`src/rtl/dip_pkg.sv`:
```
package dip_pkg;
  localparam int CLS_W = 2;

  typedef enum logic [CLS_W-1:0] {
    CLS_ALU   = 2'b00,
    CLS_LOAD  = 2'b01,
    CLS_STORE = 2'b10,
    CLS_OTHER = 2'b11
  } icls_e;

  function automatic logic cls_is_mem(input logic [CLS_W-1:0] c);
    return (c == CLS_LOAD) || (c == CLS_STORE);
  endfunction

  function automatic logic cls_is_alu(input logic [CLS_W-1:0] c);
    return c == CLS_ALU;
  endfunction
endpackage

```
`src/rtl/dip_src_hit.sv`:
```
module dip_src_hit #(
  parameter int REG_W = 5,
  parameter int NSRC  = 2
) (
  input  logic [NSRC*REG_W-1:0] srcs,
  input  logic [REG_W-1:0]      dst,
  input  logic                  dst_live,
  output logic                  hit
);
  logic [NSRC-1:0] per_src;
  logic            dst_real;

  assign dst_real = dst_live && (dst != '0);

  for (genvar k = 0; k < NSRC; k++) begin : g_cmp
    assign per_src[k] = dst_real && (srcs[k*REG_W +: REG_W] == dst);
  end

  assign hit = |per_src;
endmodule

```
`src/rtl/dip_pair_rule.sv`:
```
module dip_pair_rule
  import dip_pkg::*;
(
  input  logic [CLS_W-1:0] old_cls,
  input  logic [CLS_W-1:0] yng_cls,
  output logic             shape_ok
);
  assign shape_ok = cls_is_mem(old_cls) && cls_is_alu(yng_cls);
endmodule

```
`src/rtl/dual_issue_pair_gate.sv`:
```
module dual_issue_pair_gate #(
  parameter int REG_W = 5
) (
  input  logic             old_valid,
  input  logic [1:0]       old_cls,
  input  logic [REG_W-1:0] old_src_a,
  input  logic [REG_W-1:0] old_src_b,
  input  logic [REG_W-1:0] old_dst,
  input  logic             old_wr,
  input  logic             yng_valid,
  input  logic [1:0]       yng_cls,
  input  logic [REG_W-1:0] yng_src_a,
  input  logic [REG_W-1:0] yng_src_b,
  input  logic [REG_W-1:0] yng_dst,
  input  logic             yng_wr,
  input  logic [REG_W-1:0] ex_dst,
  input  logic             ex_is_load,
  output logic             go_old,
  output logic             go_yng,
  output logic             stall
);
  localparam int NSRC = 2;

  logic old_lu, yng_lu, raw_hit, waw_hit, shape_ok;

  // older instruction against a load now in execute
  dip_src_hit #(.REG_W(REG_W), .NSRC(NSRC)) u_old_lu (
    .srcs({old_src_b, old_src_a}), .dst(ex_dst), .dst_live(ex_is_load), .hit(old_lu)
  );

  // younger instruction against a load now in execute
  dip_src_hit #(.REG_W(REG_W), .NSRC(NSRC)) u_yng_lu (
    .srcs({yng_src_b, yng_src_a}), .dst(ex_dst), .dst_live(ex_is_load), .hit(yng_lu)
  );

  // read-after-write inside the pair
  dip_src_hit #(.REG_W(REG_W), .NSRC(NSRC)) u_raw (
    .srcs({yng_src_b, yng_src_a}), .dst(old_dst), .dst_live(old_wr), .hit(raw_hit)
  );

  // write-after-write inside the pair
  dip_src_hit #(.REG_W(REG_W), .NSRC(1)) u_waw (
    .srcs(yng_dst), .dst(old_dst), .dst_live(old_wr && yng_wr), .hit(waw_hit)
  );

  dip_pair_rule u_shape (.old_cls(old_cls), .yng_cls(yng_cls), .shape_ok(shape_ok));

  logic old_ok, pair_ok;

  always_comb begin
    old_ok  = old_valid && !old_lu;
    pair_ok = yng_valid && shape_ok && !raw_hit && !waw_hit && !yng_lu;
    go_old  = old_ok;
    go_yng  = old_ok && pair_ok;
    stall   = old_valid && !old_ok;
  end
endmodule

```
`config.mk`:
```
export PLATFORM = sky130hd
export DESIGN_NAME = dual_issue_pair_gate
export DESIGN_NICKNAME = d
export VERILOG_FILES = /design/src/rtl/dip_pkg.sv /design/src/rtl/dip_src_hit.sv /design/src/rtl/dip_pair_rule.sv /design/src/rtl/dual_issue_pair_gate.sv
export SDC_FILE = /design/constraint.sdc
export NUM_CORES = 1
export LEC_CHECK = 0
export BUFFER_PORTS_ARGS = -buffer_cell sky130_fd_sc_hd__buf_2
export CAP_MARGIN = 20
export CORE_MARGIN = 3
export CORE_UTILIZATION = 35
export DETAILED_ROUTE_END_ITERATION = 6
export PLACE_DENSITY = 0.79
export SYNTH_ARGS = -nofsm -noshare
export SYNTH_HDL_FRONTEND = slang
export SYNTH_HIERARCHICAL = 1
export SYNTH_SLANG_ARGS = --single-unit
export TNS_END_PERCENT = 20
```
`constraint.sdc`:
```
create_clock -name vclk -period 1.3
set_clock_uncertainty 0.2 [all_clocks]
set_input_delay 0.065 -clock vclk [all_inputs]
set_output_delay 0.065 -clock vclk [all_outputs]
set_load 0.01 [all_outputs]
```
==> metrics.txt <==
IO Port Bufs 47; max_cap viols 0; die span in x 44.89 µm; grt ovf 0; register area share after synthesis 0; Tcrit/Tclk final 1.309; Hold Crit Class input port to output port; post-route ant nets 0; post-route setup slack -0.4018 ns; RSZ-0062 raised after global routing yes; Final Util 0.6694; commonest non-fill, non-tap cell in the layout buf_2; crit path DAT 1.44 ns; first-pass GRT wire length 2394 µm; CP startpoint kind input port; CP Capture Type output port; Antenna diodes 0; most frequent cells in the layout buf_2 (46), xor2_1 (21), xnor2_1 (14); power density over the cells 301.2 mW/mm²; fillers 124; cts hold-fix bufs 0; Max Fclk 0.5876 GHz; violated checks setup timing; DRT Pass-1 Iters 3; Die Ht 44.89 µm; synth warn 6; endpoints failing setup 3; critical path class input port to output port; Final Hold Viols 0; Clock Buffer Count 0; final WL 1597 µm; slew of the pin with the lowest slew margin 0.2403 ns; Mean Syn Cell Area 7.783 µm²; WP buf/inv 2; Core ar. 0.001366 mm²; die footprint 0.002015 mm²; Post-Syn Nets 112; DR iter-0 viols 3; CP max stage cell or4_4; Critical Path Source old_dst[1]; HP Start old_valid; crit-path cells buf_6 > or4_4 > o21ai_2 > a21oi_2 > nand3b_4 > nor4b_4 > buf_2; Post-CTS Setup Bufs 0; Worst Hold Depth 3; maximum vdd drop 0.1652 mV; Avg WL per Cell 11.17 µm; Layout area overhead 72.81%; CP peak stage delay 0.53 ns; status finished, violations left; DP HPWL 1422 µm; Tmin final 1.702 ns; Worst Hold Path EP stall; fraction of layout cells with a size suffix above 1 0.5547; io pins 47; Leak Pwr 0.0004435 µW; Final Slew Violations 0; Seq cells 0; Mapped Area 529.3 µm²; CP max FO 2; vias in the first global route 623; Reg area 0 µm²; Residual DRC 0; nets 174; largest net degree at the start of global routing 6; Design Power 275.5 µW; vias per inst 4.853; crit-path leading delay family simple AND/OR/NAND/NOR gates; DP Area 880.8 µm²; Slew Limit Headroom 0.8389; row cnt 13; Distinct cells, synth 17; RePlAce Congestion 0.7540; CP required 1.03 ns; Initial Util 0.3874; vias 694; Mapped Cells 68; GRT Total Usage 0.1533; post-route cell area 914.6 µm²; initial antenna violation count 0
[per-layer routing]
layer,track usage,vias up,wire length (µm)
met2,0.3238,35,826
li1,-,359,-
met1,0.1762,300,593
met3,0.003984,0,177
met4,0,0,0
met5,0,-,0
[logic make-up after synthesis]
logic type / after synthesis / share of synthesized area
xor gates and xnor gates: 35 / 0.5792
and+or+nand+nor: 26 / 0.3546
AOI/OAI and AO/OA: 7 / 0.06617
[timing repair]
item	CTS	global route
endpoints found under the setup margin	3	3
hold endpoints to repair	0	0
gates cloned	0	0
pin swaps	0	2
gates resized for setup	3	5
[synthesized netlist by cell type, drive strengths merged]
| library cell | n | area, µm² |
|---|---|---|
| a21oi | 3 | 15.01 |
| nand3b | 1 | 20.02 |
| nand3 | 6 | 30.03 |
| nor4b | 1 | 23.77 |
| xor2 | 21 | 183.9 |
| xnor2 | 14 | 122.6 |
| and4 | 1 | 8.760 |
| and2 | 2 | 12.51 |
| nor4 | 1 | 6.260 |
| or2 | 1 | 6.260 |
| o21ai | 4 | 20.01 |
| nand2 | 1 | 3.750 |
| nor3 | 8 | 45.04 |
| nor2b | 1 | 8.760 |
| or4 | 3 | 22.52 |
[worst max-delay path by stage]
| stage | cells past startpoint | end | slack, ns |
|---|---|---|---|
| after floorplan | 5 | go_yng | -0.15 |
| after global placement | 7 | go_yng | -0.40 |
| after detailed placement | 7 | go_yng | -0.42 |
| after CTS | 7 | go_yng | -0.39 |
| after global routing | 7 | go_yng | -0.48 |
| final | 7 | go_yng | -0.40 |
[cell type report]
cell class                      instances  area (µm²)  area share
Multi-Input combinational cell         68       556.8      0.6088
Tap cell                               15       18.77     0.02052
Timing Repair Buffer                   60       339.1      0.3707
[metrics by stage]
| step | instances | TNS (ns) | worst slack [ns] | hold slack (ns) |
|---|---|---|---|---|
| after global placement | 143 | -0.7237 | -0.4019 | 0.2330 |
| final | 143 | -0.7108 | -0.4018 | 0.2376 |
| after global routing | 143 | -0.9594 | -0.4808 | 0.2662 |
| after floorplan | 68 | -0.1526 | -0.1526 | 0.03584 |
| after CTS | 143 | -0.7391 | -0.3852 | 0.2401 |
| after detailed placement | 143 | -0.7746 | -0.4187 | 0.2396 |
[where the power goes]
group	internal [µW]	switching [µW]	total (µW)
Clock	0	0	0
Combinational	154	121	275
Sequential	0	0	0
Power figures use the tool's default switching activity.
